<file path="config.mk">
export PLATFORM = sky130hd
export DESIGN_NAME = sync_serial_shifter
export DESIGN_NICKNAME = d
export VERILOG_FILES = /design/src/rtl/ssh_pkg.sv /design/src/rtl/ssh_regs.sv /design/src/rtl/ssh_clk_src.sv /design/src/rtl/ssh_shift_core.sv /design/src/rtl/sync_serial_shifter.sv
export SDC_FILE = /design/constraint.sdc
export NUM_CORES = 1
export LEC_CHECK = 0
export BUFFER_PORTS_ARGS = -buffer_cell sky130_fd_sc_hd__buf_2
export CELL_PAD_IN_SITES_DETAIL_PLACEMENT = 0
export CELL_PAD_IN_SITES_GLOBAL_PLACEMENT = 1
export CORE_ASPECT_RATIO = 0.9
export CORE_MARGIN = 1.5
export CORE_UTILIZATION = 39
export DETAILED_ROUTE_END_ITERATION = 12
export GPL_ROUTABILITY_DRIVEN = 0
export PLACE_DENSITY = 0.8
export RECOVER_POWER = 25
export SKIP_CTS_REPAIR_TIMING = 1
export SLEW_MARGIN = 5
export SYNTH_ARGS = -nofsm -noshare
export SYNTH_HDL_FRONTEND = slang
export SYNTH_SLANG_ARGS = --single-unit
</file>
<file path="constraint.sdc">
create_clock -name clk -period 1.63 [get_ports clk]
set_input_delay 0.489 -clock clk [delete_from_list [all_inputs] [get_ports clk]]
set_output_delay 0.489 -clock clk [all_outputs]
set_load 0.005 [all_outputs]
</file>
<file path="src/rtl/ssh_pkg.sv">
package ssh_pkg;
    localparam int NIB_W     = 4;
    localparam int N_NIB     = 2;
    localparam int BYTE_W    = NIB_W * N_NIB;
    localparam int CNT_W     = $clog2(BYTE_W);
    localparam int N_TAPS    = 3;
    localparam int TAP_SEL_W = $clog2(N_TAPS);
    localparam int ADDR_W    = 2;

    localparam logic [ADDR_W-1:0] A_CFG = ADDR_W'(2);
    localparam logic [ADDR_W-1:0] A_CTL = ADDR_W'(3);

    typedef struct packed {
        logic                 en;
        logic                 master;
        logic [TAP_SEL_W-1:0] tap;
        logic                 lsb_first;
        logic                 edge_fall;
    } cfg_t;
endpackage

</file>
<file path="src/rtl/ssh_regs.sv">
module ssh_regs
    import ssh_pkg::*;
(
    input  logic              clk,
    input  logic              rst_n,
    input  logic              bus_wr,
    input  logic              bus_rd,
    input  logic [ADDR_W-1:0] bus_addr,
    input  logic [NIB_W-1:0]  bus_wdata,
    input  logic [BYTE_W-1:0] shreg,
    input  logic              done_evt,
    output cfg_t              cfg,
    output logic              busy,
    output logic              start_p,
    output logic              clr_p,
    output logic [N_NIB-1:0]  ld,
    output logic              irq,
    output logic [NIB_W-1:0]  bus_rdata
);
    typedef struct packed {
        cfg_t cfg;
        logic busy;
        logic done;
        logic irq;
    } state_t;

    state_t s_d, s_q;

    always_comb begin
        s_d     = s_q;
        start_p = 1'b0;
        clr_p   = 1'b0;
        ld      = '0;

        for (int i = 0; i < N_NIB; i++) begin
            ld[i] = bus_wr && !s_q.busy && (int'(bus_addr) == i);
        end

        if (bus_wr && bus_addr == A_CFG) begin
            s_d.cfg.en     = bus_wdata[3];
            s_d.cfg.master = bus_wdata[2];
            s_d.cfg.tap    = bus_wdata[TAP_SEL_W-1:0];
        end

        if (bus_wr && bus_addr == A_CTL) begin
            s_d.cfg.lsb_first = bus_wdata[1];
            s_d.cfg.edge_fall = bus_wdata[0];
            if (bus_wdata[2]) begin
                clr_p = 1'b1;
            end else if (bus_wdata[3] && s_q.cfg.en && !s_q.busy) begin
                start_p = 1'b1;
            end
        end

        if (bus_rd && int'(bus_addr) < N_NIB) begin
            s_d.irq = 1'b0;
        end

        if (done_evt) begin
            s_d.busy = 1'b0;
            s_d.done = 1'b1;
            s_d.irq  = 1'b1;
        end

        if (start_p) begin
            s_d.busy = 1'b1;
            s_d.done = 1'b0;
        end

        if (clr_p) begin
            s_d.busy = 1'b0;
            s_d.done = 1'b0;
            s_d.irq  = 1'b0;
        end

        if (!s_q.cfg.en) begin
            s_d.busy = 1'b0;
        end
    end

    always_ff @(posedge clk or negedge rst_n) begin
        if (!rst_n) begin
            s_q <= '0;
        end else begin
            s_q <= s_d;
        end
    end

    always_comb begin
        bus_rdata = '0;
        for (int i = 0; i < N_NIB; i++) begin
            if (int'(bus_addr) == i) begin
                bus_rdata = shreg[i*NIB_W +: NIB_W];
            end
        end
        if (bus_addr == A_CFG) begin
            bus_rdata = {s_q.cfg.en, s_q.cfg.master, s_q.cfg.tap};
        end
        if (bus_addr == A_CTL) begin
            bus_rdata = {s_q.busy, s_q.done, s_q.cfg.lsb_first, s_q.cfg.edge_fall};
        end
    end

    assign cfg  = s_q.cfg;
    assign busy = s_q.busy;
    assign irq  = s_q.irq;


    done_sets_status_chk: assert property (@(posedge clk) disable iff (!rst_n)
        (done_evt && !clr_p) |=> (!s_q.busy && s_q.done && s_q.irq));


    irq_from_done_chk: assert property (@(posedge clk) disable iff (!rst_n)
        $rose(s_q.irq) |-> $past(done_evt));


    disabled_not_busy_chk: assert property (@(posedge clk) disable iff (!rst_n)
        !s_q.cfg.en |=> !s_q.busy);
endmodule

</file>
<file path="src/rtl/ssh_clk_src.sv">
module ssh_clk_src
    import ssh_pkg::*;
#(
    parameter int SYNC_STAGES = 2
) (
    input  logic                 clk,
    input  logic                 rst_n,
    input  logic                 busy,
    input  logic                 master,
    input  logic                 edge_fall,
    input  logic [TAP_SEL_W-1:0] tap_sel,
    input  logic [N_TAPS-1:0]    presc_taps,
    input  logic                 sclk_i,
    output logic                 shift_en,
    output logic                 sclk_o
);
    typedef struct packed {
        logic [N_TAPS-1:0]      taps;
        logic [SYNC_STAGES-1:0] sync;
        logic                   prev;
        logic                   phase;
    } state_t;

    state_t s_d, s_q;

    logic [N_TAPS-1:0]    rise;
    logic [TAP_SEL_W-1:0] sel;
    logic                 tap_rise;
    logic                 synced;
    logic                 slv_edge;
    logic                 m_toggle;

    always_comb begin
        s_d = s_q;

        rise     = presc_taps & ~s_q.taps;
        sel      = (int'(tap_sel) >= N_TAPS) ? TAP_SEL_W'(N_TAPS - 1) : tap_sel;
        tap_rise = rise[sel];

        synced   = s_q.sync[SYNC_STAGES-1];
        slv_edge = edge_fall ? (s_q.prev & ~synced) : (~s_q.prev & synced);

        s_d.taps = presc_taps;
        s_d.sync = {s_q.sync[SYNC_STAGES-2:0], sclk_i};
        s_d.prev = synced;

        m_toggle = busy && master && tap_rise;

        if (!busy) begin
            s_d.phase = edge_fall;
        end else if (m_toggle) begin
            s_d.phase = ~s_q.phase;
        end

        if (master) begin
            shift_en = m_toggle && (s_q.phase == edge_fall);
        end else begin
            shift_en = busy && slv_edge;
        end
    end

    always_ff @(posedge clk or negedge rst_n) begin
        if (!rst_n) begin
            s_q <= '0;
        end else begin
            s_q <= s_d;
        end
    end

    assign sclk_o = s_q.phase;


    idle_level_chk: assert property (@(posedge clk) disable iff (!rst_n)
        !busy |=> (sclk_o == $past(edge_fall)));


    slave_clock_quiet_chk: assert property (@(posedge clk) disable iff (!rst_n)
        (busy && !master) |=> $stable(sclk_o));
endmodule

</file>
<file path="src/rtl/ssh_shift_core.sv">
module ssh_shift_core
    import ssh_pkg::*;
(
    input  logic              clk,
    input  logic              rst_n,
    input  logic              busy,
    input  logic              start_p,
    input  logic              clr_p,
    input  logic [N_NIB-1:0]  ld,
    input  logic [NIB_W-1:0]  wdata,
    input  logic              shift_en,
    input  logic              lsb_first,
    input  logic              sin_i,
    output logic [BYTE_W-1:0] sr_o,
    output logic              sout_o,
    output logic              done_evt
);
    typedef struct packed {
        logic [BYTE_W-1:0] sr;
        logic [CNT_W-1:0]  cnt;
    } state_t;

    state_t s_d, s_q;
    logic   do_shift;

    always_comb begin
        s_d      = s_q;
        done_evt = 1'b0;
        do_shift = busy && shift_en;

        if (clr_p) begin
            s_d.sr  = '0;
            s_d.cnt = '0;
        end else if (start_p) begin
            s_d.cnt = '0;
        end else if (do_shift) begin
            if (lsb_first) begin
                s_d.sr = {sin_i, s_q.sr[BYTE_W-1:1]};
            end else begin
                s_d.sr = {s_q.sr[BYTE_W-2:0], sin_i};
            end
            s_d.cnt  = s_q.cnt + 1'b1;
            done_evt = (s_q.cnt == CNT_W'(BYTE_W - 1));
        end else begin
            for (int i = 0; i < N_NIB; i++) begin
                if (ld[i]) begin
                    s_d.sr[i*NIB_W +: NIB_W] = wdata;
                end
            end
        end
    end

    always_ff @(posedge clk or negedge rst_n) begin
        if (!rst_n) begin
            s_q <= '0;
        end else begin
            s_q <= s_d;
        end
    end

    assign sr_o   = s_q.sr;
    assign sout_o = lsb_first ? s_q.sr[0] : s_q.sr[BYTE_W-1];


    hold_in_transfer_chk: assert property (@(posedge clk) disable iff (!rst_n)
        (busy && !shift_en && !clr_p) |=> $stable(sr_o));


    done_only_busy_chk: assert property (@(posedge clk) disable iff (!rst_n)
        done_evt |-> busy);
endmodule

</file>
<file path="src/rtl/sync_serial_shifter.sv">
module sync_serial_shifter
    import ssh_pkg::*;
(
    input  logic              clk,
    input  logic              rst_n,
    input  logic              bus_wr,
    input  logic              bus_rd,
    input  logic [ADDR_W-1:0] bus_addr,
    input  logic [NIB_W-1:0]  bus_wdata,
    output logic [NIB_W-1:0]  bus_rdata,
    input  logic [N_TAPS-1:0] presc_taps,
    input  logic              sin_i,
    output logic              sout_o,
    output logic              sout_oe,
    input  logic              sclk_i,
    output logic              sclk_o,
    output logic              sclk_oe,
    output logic              csrdy_o,
    output logic              csrdy_oe,
    output logic              irq_o
);
    cfg_t              cfg;
    logic              busy;
    logic              start_p;
    logic              clr_p;
    logic [N_NIB-1:0]  ld;
    logic [BYTE_W-1:0] shreg;
    logic              done_evt;
    logic              shift_en;

    ssh_regs u_regs (
        .clk       (clk),
        .rst_n     (rst_n),
        .bus_wr    (bus_wr),
        .bus_rd    (bus_rd),
        .bus_addr  (bus_addr),
        .bus_wdata (bus_wdata),
        .shreg     (shreg),
        .done_evt  (done_evt),
        .cfg       (cfg),
        .busy      (busy),
        .start_p   (start_p),
        .clr_p     (clr_p),
        .ld        (ld),
        .irq       (irq_o),
        .bus_rdata (bus_rdata)
    );

    ssh_clk_src #(.SYNC_STAGES(2)) u_clk (
        .clk        (clk),
        .rst_n      (rst_n),
        .busy       (busy),
        .master     (cfg.master),
        .edge_fall  (cfg.edge_fall),
        .tap_sel    (cfg.tap),
        .presc_taps (presc_taps),
        .sclk_i     (sclk_i),
        .shift_en   (shift_en),
        .sclk_o     (sclk_o)
    );

    ssh_shift_core u_core (
        .clk       (clk),
        .rst_n     (rst_n),
        .busy      (busy),
        .start_p   (start_p),
        .clr_p     (clr_p),
        .ld        (ld),
        .wdata     (bus_wdata),
        .shift_en  (shift_en),
        .lsb_first (cfg.lsb_first),
        .sin_i     (sin_i),
        .sr_o      (shreg),
        .sout_o    (sout_o),
        .done_evt  (done_evt)
    );

    assign sout_oe  = cfg.en;
    assign csrdy_oe = cfg.en;
    assign sclk_oe  = cfg.en && cfg.master;
    assign csrdy_o  = cfg.master ? !busy : busy;
endmodule

</file>
==> metrics.txt, run 1 <==
end of the critical path bus_rdata[3]; storage element area 675.6 um^2; main combinational cell family by area after synthesis compound AO/OA/AOI/OAI gates; Area Overhead vs Synth 41.78%; mux share of post-synthesis cell area 16.68%; VDD IR max between 0.3 and 0.4 mV; Multi-input gate area 970.9 um^2; post-synthesis adder-cell area fraction about 2.5%; Initial Utilization 40.61%; simple-gate share of the synthesized area 12.30%; Synth Register Bits 27; Post-DP HPWL 2687 um; cell with the most instances after synthesis dfrtp_1; Synth area leaders dfrtp_1 45%, mux2i_1 5.3%, a22o_1 5.2%, mux2_2 5.2%, mux4_2 4.5%; worst slack at placement -0.2973 ns; Commonest cells post-synth 27 x dfrtp_1, 11 x nand2_1, 9 x a22o_1, 8 x mux2i_1, 7 x mux2_2; initial antenna violation count 0; CTS max path bufs 2; Die Footprint 0.004268 mm^2; status finished with violations; Final Cycle Share 117.5%; sw frac about 31%; Routed WL per cell 17.72 um; GR met3 Demand/Resource about 3.8%; Power Density 890.0 mW/mm^2; Post-Synth XOR/XNOR Area 1.734%; switching pwr 0.5952 mW; Layout Utilization between 50 and 60%; final setup violation count 18; total global routing overflow 0; Sink Count 27; I/O Pins 26; Critical Path AT 1.43 ns; Mapped Cells 130; core footprint approximately 0.0037 mm^2; drt total wl 3988 um; Slew @ Worst Pin 0.6854 ns; Die Wd 68.70 um; Placement Cell Area 0.001818 mm^2; cts bufs inserted 3; share of Yosys cell area claimed by the top area cell type 44.59%; Clock Skew 0.004424 ns; critical path class register to output port; global route hottest layer met2; Vias/cell 5.564; Crit path required time 1.14 ns; cell accounting for the most synthesized area dfrtp_1; Worst-path clk slew roughly 0.090 ns; Syn Area/Cell 11.66 um^2; Synth Area in Compound Gates a little under a fifth; largest net degree at the start of global routing 28; H-tree levels 1; vias in the first global route 1,213; Leak 1.011 nW; ys flop type dfrtp_1; Seq pwr share 43.8%; Skew-Pair Late Insertion Delay 0.27 ns; ANT cells 0; CTS root buf clkbuf_8; crit-path max FO 3; Clk pwr share 19.6%; DRC Markers 0; layout cells sized above 1 51.40%; unrepaired setup endpoints after global routing true; I/O Buffers 25; R2R cell count 7; num rows 21; startpoint of the worst-slack reg-to-reg timing path u_regs.cfg[4]; CP startpoint kind register; fin crit period around 1.9 ns; worst min-delay path class primary input to asynchronous set/reset pin; design area 0.002148 mm^2; Setup Total Neg Slack -2.552 ns; Post-synth ARST share 100.0%; Fillers 312; worst setup path startpoint u_regs.busy; Max-Cap Viols 0; Max-slew headroom 54.31%; failing checks setup timing; Max Fclk approximately 520 MHz; Final ANT Viol Nets 0; via count 1,252; GR Util met2 between 20% and 30%; TritonRoute pass-1 iters 4; Yosys warnings 0; global routing usage on met1 26.90%; initial DRC count 62; first-pass GRT wire length 5851 um; reg2reg end u_core.sr_o[5]; syn_nets 148; nets 198; Final Max Tran Viols 0; Post-synth EDFFs 0; Die Y a little over 60 um; synthesized cell area around 0.0015 mm^2; Final WS setup -0.2848 ns; post-synthesis sequential area ratio 44.59%; Int Power approximately 1.3 mW; Final Hold Fails 0; GR Util All Layers 18.17%; CTS tree yes; Tot Pwr 1.912 mW; worst reg2reg setup slack -0.16 ns; Worst Setup End Kind output port; combinational share of power a little over a third; Unique masters post-synth 39
## sequential cells by signal, summed over array words and instances (netlist names)
signal	flops
u_core.sr_o	8
u_clk.sclk_o	1
u_core.s_q	3
u_regs.irq	1
u_clk.s_d	2
u_clk.s_q	4
u_regs.cfg	6
u_regs.s_q	1
u_regs.busy	1
## layout by cell type (no fill, tap or decap), drive strengths merged, types with 2 or more instances in the layout
master and instances:
nor4b 2, o21a 2, and2 2, nand3 4, dfrtp 27, clkbuf 9, mux2 7, inv 2
ha 3, a22o 9, mux2i 8, o21ai 3, nand2 11, mux4 4, buf 48, o31ai 8
nand2b 5, o31a 2, xnor2 2, nor2 6
## through the flow
stage	hold slack [ns]	std cells
final	0.2389	225
after global routing	0.2793	225
after CTS	0.2329	215
after detailed placement	0.3410	211
after global placement	0.3316	211
after floorplan	0.1934	130
## routing by layer
| metal | wire length (um) | part of all wire, % |
|---|---|---|
| met2 | 1930 | 48 |
| met5 | 0 | 0 |
| met4 | 57 | 1.4 |
| met3 | 224 | 5.6 |
| met1 | 1775 | 45 |
## area by class of cell
type,instances,area share (%)
Clock buffer,4,2.097
Inverter,3,0.6989
Multi-Input combinational cell,92,45.20
Sequential cell,27,31.45
Tap cell,46,2.679
Timing Repair Buffer,53,17.88
## power by group through the flow
stage / clock [mW] / sequential [mW] / combinational (mW)
final: 0.376 / 0.838 / 0.699
after global routing: 0.424 / 0.849 / 0.753
after detailed placement: 0 / 0.843 / 0.511
after floorplan: 0 / 0.829 / 0.310
after CTS: 0.386 / 0.830 / 0.513
after global placement: 0 / 0.840 / 0.500
## worst min path at each step
| stage | start | end | cells past startpoint |
|---|---|---|---|
| finish | rst_n | u_clk.s_d[3] | 1 |
| CTS | rst_n | u_clk.s_d[3] | 1 |
| global route | rst_n | u_clk.s_q[1] | 1 |
| floorplan | rst_n | u_clk.s_d[1] | 0 |
| detailed placement | u_clk.s_d[3] | u_clk.s_d[1] | 0 |
| global placement | u_clk.s_d[3] | u_clk.s_d[1] | 0 |
## worst max-delay path, stage by stage, from the launching register on
cell	delay (ns)
dfrtp_1	0.41
buf_6	0.12
mux4_2	0.48
buf_2	0.15
## cell families after synthesis
logic type	after synthesis
mux	19
xor+xnor	3
simple gates	36
compound gates	30
flops	27
fa+ha+maj	3
buf+inv	12
Power figures use the tool's default switching activity.
==> inputs of run 2 (changes only) <==
- ABC_AREA: not set -> 1
- CORE_UTILIZATION: 39 -> 37
- PLACE_DENSITY: 0.8 -> 0.81
==> run 2 against run 1 <==
Compared with the run above: the run still ends with setup timing left; global-route usage decreased by 0.14 points; count of clock-buffer cells in the layout decreased by 1; via count increased by 15%; flip-flop and latch count unchanged; setup slack improved by 0.25 ns; synthesized cell count increased by 53%; fmax increased by 15%; clock skew decreased by 0.0022 ns; routed wire length decreased by 1.0%; critical endpoint is now bus_rdata[0]; largest cell class unchanged.
==> metrics.txt, run 2 <==
Buffers & Inverters on Critical Path 2 (unchanged); crit-path max FO 3 (unchanged); via count 1,444 (+15%); ANT cells 0 (unchanged); storage element area 678.2 um^2 (+0.37%); Final Hold Fails 0 (unchanged); Sink Count 27 (unchanged); GR met3 Demand/Resource 3.681% (-0.12 points); Post-DP HPWL 2928 um (+9.0%); commonest cells after routing, fill and taps aside 54 x nand2_1, 25 x nand3_1, 25 x dfrtp_1, 19 x buf_2; post-synthesis sequential area ratio 42.09% (-2.5 points); Yosys warnings 0 (unchanged); share of Yosys cell area claimed by the top area cell type 42.09% (-2.5 points); CTS max path bufs 2 (unchanged); I/O Pins 26 (unchanged); GR Util met2 26.85% (-0.91 points); Area Overhead vs Synth 28.53%; CTS tree yes; worst min-delay path class primary input to asynchronous set/reset pin; WHS 0.2314 ns (-0.007541 ns); DRC Markers 0 (unchanged); Multi-input gate area 869.6 um^2 (-10%); Synth Register Bits 27 (unchanged); Crit path required time 1.14 ns (about the same); Worst path slowest cell dfrtp_1; Cell Count, Final, Fillers Out 292 (+30%); Worst Setup End Kind output port; largest net degree at the start of global routing 28 (unchanged); initial DRC count 66 (+6.5%); Max-Cap Viols 0 (unchanged); global route hottest layer met2; Die Y 65.49 um (+5.4%); Routed WL per cell 13.52 um (-24%); total global routing overflow 0 (unchanged); Unique masters post-synth 35 (-10%); H-tree levels 1 (unchanged); Mapped Cells 199 (+53%); Post-synth EDFFs 0 (unchanged); GR Util All Layers 18.03% (-0.14 points); status finished with violations; fin crit period 1.668 ns (-0.2472 ns); TritonRoute pass-1 iters 4 (unchanged); Fillers 413 (+32%); global routing usage on met1 25.84% (-1.1 points); num rows 22 (+4.8%); worst-path cell chain inv_2 > o22ai_1 > a21oi_1 > o21ai_1 > buf_2; VDD IR max 0.4248 mV (+19%); Initial Utilization 38.88% (-1.7 points); synthesized cell area 0.001605 mm^2 (+5.9%); Synth area leaders dfrtp_1 42%, nand2_1 14%, nand3_1 7.8%, inv_1 5.4%, o21ai_0 4.1%; nets 263 (+33%); layout cells sized above 1 37.70% (-14 points); Final Max Tran Viols 0 (unchanged); max FFs per register 8 (unchanged); cell with the most instances after synthesis nand2_1; I/O Buffers 25 (unchanged); Die Footprint 0.004743 mm^2 (+11%); Leak 1.043 nW (+3.1%); Skew-Pair Late Insertion Delay 0.28 ns (about the same); Power Density 850.9 mW/mm^2 (-4.4%); Vias/cell 4.945 (-11%); CP max stage delay 0.42 ns (-0.06 ns); core footprint 0.004129 mm^2 (+11%); Die Wd 72.43 um (+5.4%); Setup Total Neg Slack -0.06913 ns (+2.483 ns); Slew @ Worst Pin 0.6881 ns (+0.002702 ns); Layout Utilization 49.97% (-7.6 points); Worst-path clk slew 0.09 ns (about the same); Max-slew headroom 54.13% (-0.18 points); Final Cycle Share 102.3% (-15 points); Inst Count DP 282 (+34%); Commonest cells post-synth 60 x nand2_1, 27 x dfrtp_1, 25 x nand3_1, 23 x inv_1, 13 x o21ai_0; drt total wl 3948 um (-1.0%); Critical Path AT 1.18 ns (-0.25 ns); Clock Skew 0.002190 ns (-0.002234 ns); vias in the first global route 1,319 (+8.7%); initial antenna violation count 0 (unchanged); CP startpoint kind register; unrepaired setup endpoints after global routing true; cell accounting for the most synthesized area dfrtp_1; CP delay by family, top flip-flops; syn_nets 217 (+47%); cts bufs inserted 3 (unchanged); ys flop type dfrtp_1; most common cell after layout, fill and taps aside nand2_1; Post-synth ARST share 100.0% (unchanged); failing checks setup timing; Final WS setup -0.03763 ns (+0.2472 ns); Max Fclk 599.7 MHz (+15%); final setup violation count 3 (-15); Final ANT Viol Nets 0 (unchanged); Syn Area/Cell 8.067 um^2 (-31%); CTS root buf clkbuf_8; critical path class register to output port; first-pass GRT wire length 6361 um (+8.7%)
==> run 2: cell count changes after synthesis, moves of 4 or more <==
cell	change
inv_1	+20
a22o_1	-9
o21ai_0	+11
mux2i_1	-8
mux2_2	-4
nand2b_1	-5
nand2_1	+49
o31ai_1	-6
inv_2	+4
nand3_1	+21
==> run 2: layer usage <==
layer  wire length, um  vias up
li1                  -      729
met1              1939      669
met2              1724       41
met3               227        5
met4                56        0
met5                 0        -
==> run 2: through the flow <==
stage	setup WS, ns	area, um^2	power, mW
floorplan	0.06837	1605	1.098
global placement	-0.1166	1868	1.289
detailed placement	-0.1629	1868	1.290
CTS	-0.1657	1914	1.690
global route	-0.08136	2063	1.868
finish	-0.03763	2063	1.756
==> run 2: path summary, 6_finish.rpt <==
path / start / endpoint / slack [ns] / cells past startpoint
setup reg to reg: u_regs.cfg[4] / u_core.sr_o[1] / 0.15 / 10
max in group asynchronous: rst_n / u_regs.cfg[1] / 0.92 / 1
setup / recovery: u_core.sr_o[4] / bus_rdata[0] / -0.04 / 5
min in group clk: sclk_i / u_clk.s_d[3] / 0.31 / 1
hold reg to reg: u_clk.s_d[3] / u_clk.s_d[1] / 0.36 / 0
hold / removal: rst_n / u_clk.s_d[3] / 0.23 / 1
==> run 2: where the power goes <==
group | internal, mW | switching (mW) | total, mW
Clock | 0.172 | 0.215 | 0.387
Sequential | 0.752 | 0.102 | 0.853
Combinational | 0.250 | 0.265 | 0.515
==> run 2: layout make-up <==
type | count | area share (%)
timing repair buffer | 45 | 14.49
inverter | 28 | 5.337
multi-input combinational | 140 | 42.15
tap | 48 | 2.911
sequential | 27 | 32.87
clock inverter | 1 | 0.2426
clock buffer | 3 | 2.001
==> run 2: logic make-up after synthesis <==
kind of cell	Yosys count	share of synthesized area (%)
AND/OR/NAND/NOR	103	31.26
buffers and inverters	32	8.417
AO/OA/AOI/OAI	30	13.25
flip-flops	27	42.09
multiplexers	3	2.104
adder cells (fa/ha/maj)	3	2.339
XOR/XNOR	1	0.5457
==> run 2: worst reg2reg max path: stages, from the launching register on <==
cell	delay [ns]
dfrtp_2	0.46
buf_4	0.15
inv_1	0.05
o21ai_2	0.05
o21ai_2	0.16
inv_4	0.10
nand2_8	0.18
nand2_1	0.10
nand2_1	0.08
nand2_1	0.05
nand2_1	0.05
